--- src/rtl/phy_mgmt_pkg.sv ---
package phy_mgmt_pkg;
  localparam int ADDR_W = 5;
  localparam int DATA_W = 16;

  localparam logic [ADDR_W-1:0] A_CTRL    = 5'h00;
  localparam logic [ADDR_W-1:0] A_STAT    = 5'h01;
  localparam logic [ADDR_W-1:0] A_ID_HI   = 5'h02;
  localparam logic [ADDR_W-1:0] A_ID_LO   = 5'h03;
  localparam logic [ADDR_W-1:0] A_PARTNER = 5'h05;
  localparam logic [ADDR_W-1:0] A_RXERR   = 5'h15;
  localparam logic [ADDR_W-1:0] A_INT     = 5'h1B;
  localparam logic [ADDR_W-1:0] A_VEND    = 5'h1F;

  // constant ability bits of the status register
  localparam logic [DATA_W-1:0] STAT_CONST = 16'h7809;

  typedef struct packed {
    logic loopback;
    logic speed100;
    logic an_en;
    logic fdx;
  } ctrl_t;

  // straps -> control defaults: [2]=forced mode, [1]=100M, [0]=full duplex
  function automatic ctrl_t strap_defaults(input logic [2:0] s);
    ctrl_t r;
    r.loopback = 1'b0;
    r.an_en    = ~s[2];
    r.speed100 = s[1];
    r.fdx      = s[0];
    return r;
  endfunction

  function automatic logic [2:0] op_mode_code(input logic an_en, input logic an_done,
                                              input logic spd, input logic fdx);
    if (an_en && !an_done) return 3'b000;
    return {fdx, spd, ~spd};
  endfunction
endpackage

--- src/rtl/mgmt_rw_regs.sv ---
module mgmt_rw_regs
  import phy_mgmt_pkg::*;
(
  input  logic              clk,
  input  logic              rst_n,
  input  logic [2:0]        strap_mode,
  input  logic              wr_en,
  input  logic [ADDR_W-1:0] addr,
  input  logic [DATA_W-1:0] wdata,
  output logic              soft_req,
  output logic              sw_reset_q,
  output ctrl_t             ctrl_q,
  output logic [1:0]        int_en_q,
  output logic              int_pol_q,
  output logic              scr_dis_q
);
  logic [2:0] strap_q;
  logic       wr_ctrl, wr_int, wr_vend;

  assign wr_ctrl  = wr_en && (addr == A_CTRL);
  assign wr_int   = wr_en && (addr == A_INT);
  assign wr_vend  = wr_en && (addr == A_VEND);
  assign soft_req = wr_ctrl && wdata[15];

  always_ff @(posedge clk) begin
    if (!rst_n) begin
      strap_q    <= strap_mode;
      ctrl_q     <= strap_defaults(strap_mode);
      int_en_q   <= '0;
      int_pol_q  <= 1'b0;
      scr_dis_q  <= 1'b0;
      sw_reset_q <= 1'b0;
    end else begin
      sw_reset_q <= soft_req;
      if (soft_req) begin
        ctrl_q    <= strap_defaults(strap_q);
        int_en_q  <= '0;
        int_pol_q <= 1'b0;
        scr_dis_q <= 1'b0;
      end else begin
        if (wr_ctrl) begin
          ctrl_q.loopback <= wdata[14];
          ctrl_q.speed100 <= wdata[13];
          ctrl_q.an_en    <= wdata[12];
          ctrl_q.fdx      <= wdata[8];
        end
        if (wr_int) int_en_q <= wdata[9:8];
        if (wr_vend) begin
          int_pol_q <= wdata[9];
          scr_dis_q <= wdata[0];
        end
      end
    end
  end
endmodule

--- src/rtl/mgmt_latch_bits.sv ---
module mgmt_latch_bits #(
  parameter int           N         = 4,
  parameter logic [N-1:0] HIGH_MASK = '1
) (
  input  logic         clk,
  input  logic         rst_n,
  input  logic         clr,
  input  logic [N-1:0] ev,
  input  logic [N-1:0] rd,
  output logic [N-1:0] q
);
  for (genvar i = 0; i < N; i++) begin : g_bit
    logic nxt;
    if (HIGH_MASK[i]) begin : g_high
      // set by event, cleared by read, event wins
      always_comb nxt = (rd[i] ? 1'b0 : q[i]) | ev[i];
    end else begin : g_low
      // cleared by low level, reloaded from live level on read
      always_comb nxt = rd[i] ? ev[i] : (q[i] & ev[i]);
    end
    always_ff @(posedge clk) begin
      if (!rst_n || clr) q[i] <= 1'b0;
      else               q[i] <= nxt;
    end
  end
endmodule

--- src/rtl/mgmt_sat_counter.sv ---
module mgmt_sat_counter #(
  parameter int W = 16
) (
  input  logic         clk,
  input  logic         rst_n,
  input  logic         clr,
  input  logic         ev,
  input  logic         rd_clr,
  output logic [W-1:0] q
);
  localparam logic [W-1:0] MAXV = '1;

  function automatic logic [W-1:0] sat_step(input logic [W-1:0] base, input logic inc);
    if (inc && base != MAXV) return base + 1'b1;
    return base;
  endfunction

  logic [W-1:0] base;
  assign base = rd_clr ? '0 : q;

  always_ff @(posedge clk) begin
    if (!rst_n || clr) q <= '0;
    else               q <= sat_step(base, ev);
  end
endmodule

--- src/rtl/phy_mgmt_regs.sv ---
module phy_mgmt_regs
  import phy_mgmt_pkg::*;
#(
  parameter logic [15:0] ID_HI = 16'h1234,
  parameter logic [15:0] ID_LO = 16'h5678,
  parameter int          CNT_W = 16
) (
  input  logic        clk,
  input  logic        rst_n,
  input  logic [2:0]  strap_mode,
  input  logic        wr_en,
  input  logic        rd_en,
  input  logic [4:0]  addr,
  input  logic [15:0] wdata,
  output logic [15:0] rdata,
  input  logic        link_up,
  input  logic        remote_fault,
  input  logic        rx_err,
  input  logic        an_done,
  input  logic        res_speed100,
  input  logic        res_fdx,
  input  logic [15:0] partner_ability,
  output logic        sw_reset_o,
  output logic        loopback_o,
  output logic        speed100_o,
  output logic        fdx_o,
  output logic        scramble_dis_o,
  output logic        intr_o
);
  localparam int NLAT = 4;
  // index: 0 link (low latch), 1 remote fault, 2 link-up irq, 3 fault irq
  localparam logic [NLAT-1:0] LAT_HIGH = 4'b1110;

  ctrl_t        ctrl_q;
  logic [1:0]   int_en_q;
  logic         int_pol_q;
  logic         soft_req;
  logic         link_d, rf_d;
  logic         rd_stat, rd_int, rd_cnt;
  logic [NLAT-1:0] lat_ev, lat_rd, lat_q;
  logic [CNT_W-1:0] cnt_q;
  logic [2:0]   op_mode;
  logic [1:0]   int_stat;
  logic         irq_req;

  mgmt_rw_regs u_rw (
    .clk(clk), .rst_n(rst_n), .strap_mode(strap_mode),
    .wr_en(wr_en), .addr(addr), .wdata(wdata),
    .soft_req(soft_req), .sw_reset_q(sw_reset_o), .ctrl_q(ctrl_q),
    .int_en_q(int_en_q), .int_pol_q(int_pol_q), .scr_dis_q(scramble_dis_o)
  );

  always_ff @(posedge clk) begin
    if (!rst_n) begin
      link_d <= 1'b0;
      rf_d   <= 1'b0;
    end else begin
      link_d <= link_up;
      rf_d   <= remote_fault;
    end
  end

  assign rd_stat = rd_en && (addr == A_STAT);
  assign rd_int  = rd_en && (addr == A_INT);
  assign rd_cnt  = rd_en && (addr == A_RXERR);

  assign lat_ev = {remote_fault & ~rf_d, link_up & ~link_d, remote_fault, link_up};
  assign lat_rd = {rd_int, rd_int, rd_stat, rd_stat};

  mgmt_latch_bits #(.N(NLAT), .HIGH_MASK(LAT_HIGH)) u_lat (
    .clk(clk), .rst_n(rst_n), .clr(soft_req),
    .ev(lat_ev), .rd(lat_rd), .q(lat_q)
  );

  mgmt_sat_counter #(.W(CNT_W)) u_cnt (
    .clk(clk), .rst_n(rst_n), .clr(soft_req),
    .ev(rx_err), .rd_clr(rd_cnt), .q(cnt_q)
  );

  assign loopback_o = ctrl_q.loopback;
  assign speed100_o = ctrl_q.an_en ? res_speed100 : ctrl_q.speed100;
  assign fdx_o      = ctrl_q.an_en ? res_fdx      : ctrl_q.fdx;
  assign op_mode    = op_mode_code(ctrl_q.an_en, an_done, speed100_o, fdx_o);

  assign int_stat = lat_q[3:2];
  assign irq_req  = |(int_stat & int_en_q);
  assign intr_o   = int_pol_q ? irq_req : ~irq_req;

  always_comb begin
    rdata = '0;
    unique case (addr)
      A_CTRL:    rdata = {1'b0, ctrl_q.loopback, ctrl_q.speed100, ctrl_q.an_en,
                          3'b000, ctrl_q.fdx, 8'h00};
      A_STAT:    rdata = STAT_CONST | {10'b0, an_done, lat_q[1], 1'b0, lat_q[0], 2'b00};
      A_ID_HI:   rdata = ID_HI;
      A_ID_LO:   rdata = ID_LO;
      A_PARTNER: rdata = partner_ability;
      A_RXERR:   rdata = 16'(cnt_q);
      A_INT:     rdata = {6'b0, int_en_q, 6'b0, int_stat};
      A_VEND:    rdata = {6'b0, int_pol_q, 4'b0, op_mode, 1'b0, scramble_dis_o};
      default:   rdata = '0;
    endcase
  end
endmodule

--- config.mk ---
export PLATFORM = sky130hd
export DESIGN_NAME = phy_mgmt_regs
export DESIGN_NICKNAME = d
export VERILOG_FILES = /design/src/rtl/phy_mgmt_pkg.sv /design/src/rtl/mgmt_rw_regs.sv /design/src/rtl/mgmt_latch_bits.sv /design/src/rtl/mgmt_sat_counter.sv /design/src/rtl/phy_mgmt_regs.sv
export SDC_FILE = /design/constraint.sdc
export NUM_CORES = 1
export LEC_CHECK = 0
export ABC_AREA = 1
export CAP_MARGIN = 20
export CORE_MARGIN = 3
export CORE_UTILIZATION = 46
export DETAILED_ROUTE_END_ITERATION = 16
export GPL_TIMING_DRIVEN = 0
export PLACE_DENSITY = 0.8
export RECOVER_POWER = 100
export SETUP_SLACK_MARGIN = 0.02
export SKIP_CTS_REPAIR_TIMING = 1
export SLEW_MARGIN = 20
export SYNTH_ARGS = -nofsm -noshare
export SYNTH_HDL_FRONTEND = slang
export SYNTH_SLANG_ARGS = --single-unit
export TNS_END_PERCENT = 20
--- constraint.sdc ---
create_clock -name clk -period 2.8 [get_ports clk]
set_input_delay 0.56 -clock clk [delete_from_list [all_inputs] [get_ports clk]]
set_output_delay 0.56 -clock clk [all_outputs]
set_load 0.05 [all_outputs]
Word level (Yosys, flattened, before mapping)
Cells that the tools add are included.

operators by class
  $add $sub $neg = 1
  equality and inequality tests = 9
  mux-type cells = 19
  bitwise gates (word level) = 14
  reductions and logical operators = 15

operators with widths
  operator               number
  $pmux 16 s8            1
  $mux 16                3
  $add 16x1->16 const B  1
  $ne 16x16->1 const B   1
  $eq 5x5->1 const B     3
  $mux 3                 5
  $eq 5x2->1 const B     2
  $mux 1                 10
  $logic_and 1x1->1      9
  $not 1->1              7
  $eq 5x1->1 const B     1
  $eq 5x3->1 const B     1
  $logic_not 5->1        1
  $reduce_or 2->1        2
  $and 1x1->1            3
  $ne 3x1->1 const B     1
  $or 1x1->1             3
  $and 2x2->2            1
  $logic_not 1->1        2
  $logic_or 1x1->1       1

storage, ports and cells
  bits in registers = 34
  output and inout port bits = 22
  word-level logic and storage cells = 74

Logic depth before layout (Yosys ltp)
Gate-level depths: netlist of run 1.

  depth after elaboration = 8
  depth in mapped cells = 17
  mapped depth without buffers = 16

Hierarchy
A second synthesis of run 1 with hierarchy kept.

second synthesis, totals
  cell total of the unflattened synthesis = 380
  area, all modules = 2492.4 um^2

by module, submodules not included
  module            times used  cells an instance  area each (um^2)  seq. area each (um^2)
  mgmt_sat_counter  1           145                1053.5            320.3
  phy_mgmt_regs     1           152                723.2             40.0
  mgmt_rw_regs      1           63                 568.0             300.3
  mgmt_latch_bits   1           20                 147.6             80.1

Worst setup path after synthesis of run 1
No wires, ideal clock.

  kind = input to output
  start = in addr[4]
  end = out rdata[2]
  data arrival time = 2.044 ns
  data required time = 2.240 ns
  slack = 0.196 ns
  cell stages on the path = 4
  path buffers = 0
  cell sequence = nand2_1 -> nor3_1 -> o21ai_0 -> o2111ai_1

on the way
  longest elaborated chain between the ends = 2

ends and longest elaborated chain
  what                                      RTL line             text
  start, declared                           phy_mgmt_regs.sv:13  input logic [4:0] addr,
  $eq 5x5->1, or another cell as far along  phy_mgmt_regs.sv:91  unique case (addr)
  $pmux 16 s8 (*)                           phy_mgmt_regs.sv:91
  end, declared                             phy_mgmt_regs.sv:15  output logic [15:0] rdata,

Mark *: on every way between the ends. The rest lies on a longest branch, timed or not.

Worst setup path in the final report of run 1
  start = in addr[3]
  end = out rdata[13]

The elaborated chain is that of the path after synthesis.

==> results by stage, run 1 <==
Logic synthesis:
- The share of synthesized area in the top cell type comes to 0.259.
- Synthesis inferred 34 register bits.
- The most numerous cell in the Yosys netlist is nand2_1.
- The synthesized netlist net count is 383.
- The library cell with the largest summed area after synthesis is dfxtp_1.
- The fraction of synthesis flops using an asynchronous set or reset pin is 0.
- The mean cell area of the mapped netlist is 6.52 um^2.
- The warning count from the yosys run is 0.
- The synthesized design contains 6 enable-type register cells.
- The count of different cell masters after synthesis is 31.
- Sorting the synthesized cells by area gives the leading types as dfxtp_1 26%, nand2_1 17%, edfxtp_1 8.3%.
- The synthesized netlist occupies a cell area of 2160 um^2.
- Counting instances in the post-synthesis netlist gives the leading cell types as 100 x nand2_1, 42 x nor2_1, 39 x inv_1, 28 x dfxtp_1, 27 x nand3_1.
- The share of the Yosys chip area taken by registers is 0.342.
- The synthesized netlist cell count is 332.
- The most used flip-flop cell after synthesis is dfxtp_1.

Clock tree:
- The cell at the root of the clock tree is clkbuf_8.
- The clock latency reported for the late side of the worst-skew pair is 0.29 ns.
- Counting the buffers created by CTS gives 5.
- TritonCTS built the clock tree.
- The deepest clock path buffer count is 2.
- The clock net in this run drives a total of 34 sinks.
- The CTS clock-pin slew for the worst setup and hold paths is 0.07 ns.
- The H-tree depth is 2.

Final layout:
- In the final design database the tool counted 461 nets.
- The number of inserted diodes is 0.
- The layout cell share with drive strength beyond 1 is 0.187.
- The cell area after layout is 3040 um^2.
- The layout overhead on the synthesized area is 40.3%.

Worst setup path:
- For the worst setup path, the data arrival time is 2.17 ns.
- The critical setup path kind is in2out.
- The register-to-register path setup slack is 1.02 ns.
- The startpoint type of the worst setup path is an input pin.
- The largest fanout of any net on the critical path is 9.
- STA classifies the critical path endpoint as a primary output.
- The required time of the critical path is 2.24 ns.

Floorplan:
- The die is 74.6 um wide.
- The floorplan step defined a core boundary enclosing 4440 um^2.
- The die footprint is 5560 um^2.
- In this run the count of I/O pins placed on the die edge is 72.
- For this configuration, the core starts out at a cell density of 0.487.
- The y dimension of the die is 74.6 um.
- The floorplan row count is 24.

Timing:
- The slack of the critical path is 0.0726 ns.
- The final critical-path required period is 2.73 ns.
- Based on the critical path, the design can be clocked at up to 367 MHz.
- At the pin with the least slew margin, the transition time is 0.544 ns.
- In the finished design, the share of the clock period the worst path needs comes to 0.974.
- The final max-slew violation count came to 0.
- The final-report hold violation count came to 0.
- The count of endpoints failing setup in the final report is 0.
- Setup repair after global routing could not meet its margin everywhere.
- Between clock sinks in the finished design, the worst skew comes to 0.00406 ns.
- The tightest hold path in the finished design has a slack of 0.476 ns.
- The worst slew margin relative to its limit is 0.636.

GRT:
- Across every metal layer, demand over resource in global routing totals 0.247.
- The first global-routing pass estimated 10.5 mm of wire.
- The pin count of the biggest net entering global routing is 13.
- The number of global-route vias before repair was 2221.
- The number of antenna violations at the first check in global routing is 0.
- For this run the aggregate overflow at the end of global routing stands at 0.

Power:
- The power per cell area is 394 nW/um^2.
- The total power is 1.20 mW.
- The analysis attributes to cell leakage a power of 1.37 nW.
- Across the VDD grid, the largest voltage drop is 0.328 mV.

Placed design:
- The count of buffers from port buffering is 60.
- At the placement stage, the worst setup path has a slack of -0.943 ns.
- The detailed placement HPWL is 5.04 mm.
- Once placement finished, the instance area stood at 2830 um^2.
- The final weighted congestion in routability-driven placement is 0.912.

Drt:
- The total iterations of the first detailed-routing run is 5.
- In this run the remaining antenna-violating nets after routing total 0.
- Detailed routing inserted a total of 2474 vias.
- The detail-routed net length per standard cell is 14.6 um.
- For this run, design rule violations remaining after detail routing come to 0.
- The starting DRC count in detailed routing is 233.
- Wires add up to 6.76 mm.
- Dividing the detail-routed via count by the number of cells gives 5.34.

Status:
- The run finished with clean final reports.

Hold path:
- In this run the worst hold path is classified as reg2reg.

Run:
- The number of violations of the max-capacitance limit is 0.
-- cells in the final DEF (no fill, tap or decap), types with 7 or more instances in the layout --
cell type        synthesis  routed
nand2_2                  6       8
a22oi_1                  7       7
dlygate4sd3_1            0      10
o2111ai_1                7       7
nand2_1                100      98
dfxtp_1                 28      28
clkdlybuf4s50_1          0      30
buf_4                    0      15
nand3_1                 27      27
inv_2                    8       8
nor2_1                  42      39
a21oi_1                 15      15
nor2_2                   9       9
inv_1                   39      37
clkbuf_2                 0       7
-- final timing paths --
path / to / from / depth (start not counted)
max: rdata[13] / addr[3] / 9
min: u_lat.q[0] / u_lat.q[0] / 2
max reg2reg: u_cnt.q[9] / u_cnt.q[0] / 11
min reg2reg: u_lat.q[0] / u_lat.q[0] / 2
-- routing by layer --
layer	up-vias	GRT usage	routed length, um
met2	91	0.418	3270
met5	-	0	0
met3	10	0.0446	407
met4	0	0.0751	118
met1	1139	0.320	2960
li1	1234	-	-
-- stage by stage --
step / cells / utilization / TNS [ns]
after floorplan: 332 / - / 0
after global placement: 444 / 0.637 / -16.28
after detailed placement: 444 / 0.637 / -17.33
after CTS: 452 / 0.662 / -13.21
after global routing: 463 / 0.684 / -0.0684
final: 463 / 0.684 / 0
-- power by group --
part           leakage, nW  switching (mW)  internal [mW]
combinational         1.04           0.119         0.0863
sequential           0.287          0.0110          0.515
clock               0.0504           0.202          0.265
total                 1.37           0.332          0.866
-- final cells by class --
type,instances,area (um^2)
Inverter,47,183
Fill cell,394,1410
Clock buffer,5,68.8
Buffer,6,56.3
Multi-Input combinational cell,245,1250
Sequential cell,34,741
Tap cell,52,65.1
Timing Repair Buffer,71,631
Clock inverter,3,45.0
-- cells by family (layout without fill, tap and decap cells) --
family	count (synthesis)	count (layout)	share of synthesized area
AND/OR/NAND/NOR	201	201	0.412
flip-flops	34	34	0.342
XOR/XNOR	2	2	0.00809
AO/OA/AOI/OAI	41	41	0.129
adder cells (fa/ha/maj)	1	1	0.00578
buffers and inverters	53	132	0.102
-- flip-flops by register name, indices dropped and copies added (netlist names) --
| name | cells |
|---|---|
| u_cnt.q | 16 |
| u_rw.ctrl_q | 4 |
| u_rw.int_pol_q | 1 |
| link_d | 1 |
| u_rw.int_en_q | 2 |
| u_rw.sw_reset_q | 1 |
| u_rw.strap_q | 3 |
| rf_d | 1 |
| u_rw.scr_dis_q | 1 |
| u_lat.q | 4 |
-- worst max-delay path: stages --
cell and delay (ns):
clkdlybuf4s50_1 0.48, inv_1 0.07, nand2_2 0.08, nor2_4 0.05, nand2_2 0.17, inv_2 0.12
a221oi_1 0.33, nand2_1 0.09, buf_2 0.22
(Power assumes the default switching activity.)
==> run 2, diff against run 1 <==
==> constraint.sdc (replaced) <==
create_clock -name clk -period 2.8 [get_ports clk]
set_input_delay 0.84 -clock clk [delete_from_list [all_inputs] [get_ports clk]]
set_output_delay 0.84 -clock clk [all_outputs]
set_load 0.05 [all_outputs]
==> run 2 against run 1 <==
Against the previous run:
- critical endpoint is now rdata[9]
- largest cell class unchanged
- clock skew increased by 0.0087 ns
- clock-buffer cell count is the same
- clock power rose by 20%
- the flow now finishes with violations (setup timing)
==> results by stage, run 2 (synthesis gave the netlist of run 1 again) <==
Status:
- The run finished, with violations left.
- The checks that failed: setup timing.

Drt:
- The total iterations of the first detailed-routing run is 5 (unchanged).
- The via count was 2620 (+5.9%).
- The DRC violation count after routing came to 0 (unchanged).
- The starting DRC count in detailed routing was 299 (+28%).
- The remaining antenna violation count is 0 (unchanged).
- The detail-routed net length per standard cell was 15.7 um (+7.3%).
- The detailed-route vias per instance is 5.65 (+5.7%).
- The detailed-route wire length is 7.27 mm (+7.5%).

Worst setup path:
- The delay of the slowest cell on the worst path is 0.30 ns (-0.18 ns).
- The worst setup path is launched from an input pin.
- The cell type of the slowest stage on the worst timing path is clkbuf_4.
- The number of buffer and inverter stages on the critical path came to 4 (unchanged).
- The worst reg-to-reg path cell count is 11 (unchanged).
- The arrival time at the worst endpoint is 2.02 ns (-0.15 ns).
- The worst setup path is of the in2out kind.
- The capture instance of the worst register-to-register path is u_cnt.q[2].
- In this run the critical register-to-register path is launched from u_cnt.q[0].
- The largest fanout of any net on the critical path came to 7 (-2).
- The most frequent cell on the critical path is nand2_4.
- The register-to-register path setup slack came to 1.02 ns (about the same).
- The required time of the critical path is 1.96 ns (-0.28 ns).
- The signal on the critical path passes through buf_8, inv_6, nand2_4, nor2_4, nand2_4, buf_6, o2111ai_1, clkbuf_4.
- The critical path's top delay family is buffers and inverters.
- STA classifies the critical path endpoint as a primary output.
- The launching element of the worst setup path is addr[3].

Floorplan:
- The floorplan row count came to 24 (unchanged).
- The initial core utilization is 0.487 (unchanged).
- The y dimension of the die is 74.6 um (unchanged).
- The area of the core was 4440 um^2 (unchanged).
- The die footprint is 5560 um^2 (unchanged).
- The die span in x came to 74.6 um (unchanged).
- The total I/O pin count is 72 (unchanged).

Clock tree:
- The clock buffer count from CTS was 5 (unchanged).
- The number of clock sinks seen by CTS is 34 (unchanged).
- The H-tree depth came to 2 (unchanged).
- The TritonCTS clock tree is done.
- The cell sitting at the root of the clock tree is a clkbuf_8.
- The CTS clock-pin slew for the worst setup and hold paths was 0.08 ns (about the same).
- The clock latency reported for the late side of the worst-skew pair is 0.30 ns (about the same).
- The deepest clock path buffer count is 2 (unchanged).

Final layout:
- The number of inserted diodes is 0 (unchanged).
- The layout cell share with drive strength beyond 1 was 0.235 (+0.0481).
- The layout overhead on the synthesized area is 48.6%.
- The multi-input logic area is 1340 um^2 (+7.5%).
- The number of fill cells is 360 (-8.6%).
- The layout net count was 462 (+0.22%).
- The final cell count without fillers is 464 (+0.22%).
- The area taken by flip-flops and latches came to 741 um^2 (unchanged).
- The register with the highest flop count is u_cnt.q.
- In the layout the commonest cells are 95 x nand2_1, 39 x nor2_1, 34 x inv_1, 30 x clkdlybuf4s50_1, 28 x dfxtp_1.
- The most frequent standard cell in the layout excluding fill and tap cells is nand2_1.
- The largest registers in the layout are u_cnt.q: 16 flops, u_lat.q: 4 flops, u_rw.ctrl_q: 4 flops.
- The cell area after layout came to 3220 um^2 (+5.9%).
- The flip-flop count of the largest register, all copies and words added was 16 (unchanged).

Timing:
- The worst slew margin relative to its limit is 0.660 (+0.0236).
- Setup repair after global routing could not meet its margin everywhere.
- The worst-margin pin slew is 0.508 ns (-0.0352 ns).
- The highest clock frequency the design can meet is 349 MHz (-4.7%).
- The count of endpoints failing setup in the final report came to 5 (+5).
- The final-report hold violation count is 0 (unchanged).
- The final critical-path required period is 2.86 ns (+0.135 ns).
- The slack of the critical path is -0.0624 ns (-0.135 ns).
- The final max-slew violation count is 0 (unchanged).
- The post-route fraction of the period consumed by the critical path came to 1.02 (+0.0482).
- The summed negative setup slack over all endpoints is -0.109 ns (-0.109 ns).
- The largest clock skew in the final design is 0.0128 ns (+0.00875 ns).

GRT:
- The number of antenna violations at the first check in global routing came to 0 (unchanged).
- The global router's overall resource usage is 0.248 (+0.00118).
- The number of global-route vias before repair was 2207 (-0.63%).
- The pin count of the biggest net entering global routing is 13 (unchanged).
- The global-route wire length before repair was 10.6 mm (+1.1%).
- The overall overflow remaining after global route is 0 (unchanged).

Power:
- The power per cell area is 410 nW/um^2 (+3.9%).
- The cell leakage power came to 1.44 nW (+4.9%).
- The worst IR drop on VDD was 0.295 mV (-9.8%).

Placed design:
- The number of cells after detailed placement was 444 (unchanged).
- The post-placement cell area is 2840 um^2 (+0.22%).
- The count of buffers from port buffering came to 60 (unchanged).
- The final weighted congestion in routability-driven placement is 0.925 (+1.5%).
- The detailed placement HPWL came to 5.06 mm (+0.48%).

Hold path:
- The worst hold-check path type is reg2reg.
- The cell depth of the worst min-delay path came to 2 (unchanged).
- The destination of the worst hold path is u_lat.q[0].
- The beginning of the worst hold path is u_lat.q[0].

Run:
- The number of violations of the max-capacitance limit is 0 (unchanged).
==> run 2: per-layer routing <==
metal	wire length [um]	global-route usage
met1	3010	0.325
met2	3550	0.401
met3	514	0.0432
met4	193	0.107
met5	0	0
==> run 2: worst max path at each step <==
stage	end	slack, ns	cells after the start
3_3_place_gp	rdata[4]	-1.51	8
3_5_place_dp	rdata[4]	-1.53	8
6_report	rdata[9]	-0.06	8
4_1_cts	rdata[3]	-1.55	8
2_1_floorplan	rdata[12]	-0.17	5
5_1_grt	rdata[13]	-0.08	9
==> run 2: where the power goes <==
part	leakage, nW	total [mW]	internal [mW]	switching (mW)
combinational	1.09	0.230	0.0975	0.133
clock	0.0683	0.562	0.357	0.205
sequential	0.287	0.526	0.514	0.0112
==> run 2: through the flow <==
stage / util / setup WS [ns] / power (mW) / hold slack (ns)
4_1_cts: 0.669 / -1.55 / 1.30 / 0.481
5_1_grt: 0.724 / -0.0841 / 1.36 / 0.505
6_report: 0.724 / -0.0624 / 1.32 / 0.481
3_3_place_gp: 0.638 / -1.51 / 0.737 / 0.449
2_1_floorplan: - / -0.170 / 0.638 / 0.432
3_5_place_dp: 0.638 / -1.53 / 0.740 / 0.467
==> run 2: area by class of cell <==
class                   instances  share of cell area
well taps                      52              0.0202
flip-flops and latches         34               0.230
inverters                      47              0.0591
clock buffers                   5              0.0214
repair buffers                 72               0.214
plain buffers                   6              0.0163
clock inverters                 3              0.0214
multi-input cells             245               0.417
==> run 2: tightest hold or removal path, delay by kind of cell, from the launching register on <==
kind / cells / cell delay [ns]
AOI/OAI and AO/OA: 1 / 0.06
buffers and inverters: 1 / 0.05
DFF: 1 / 0.32
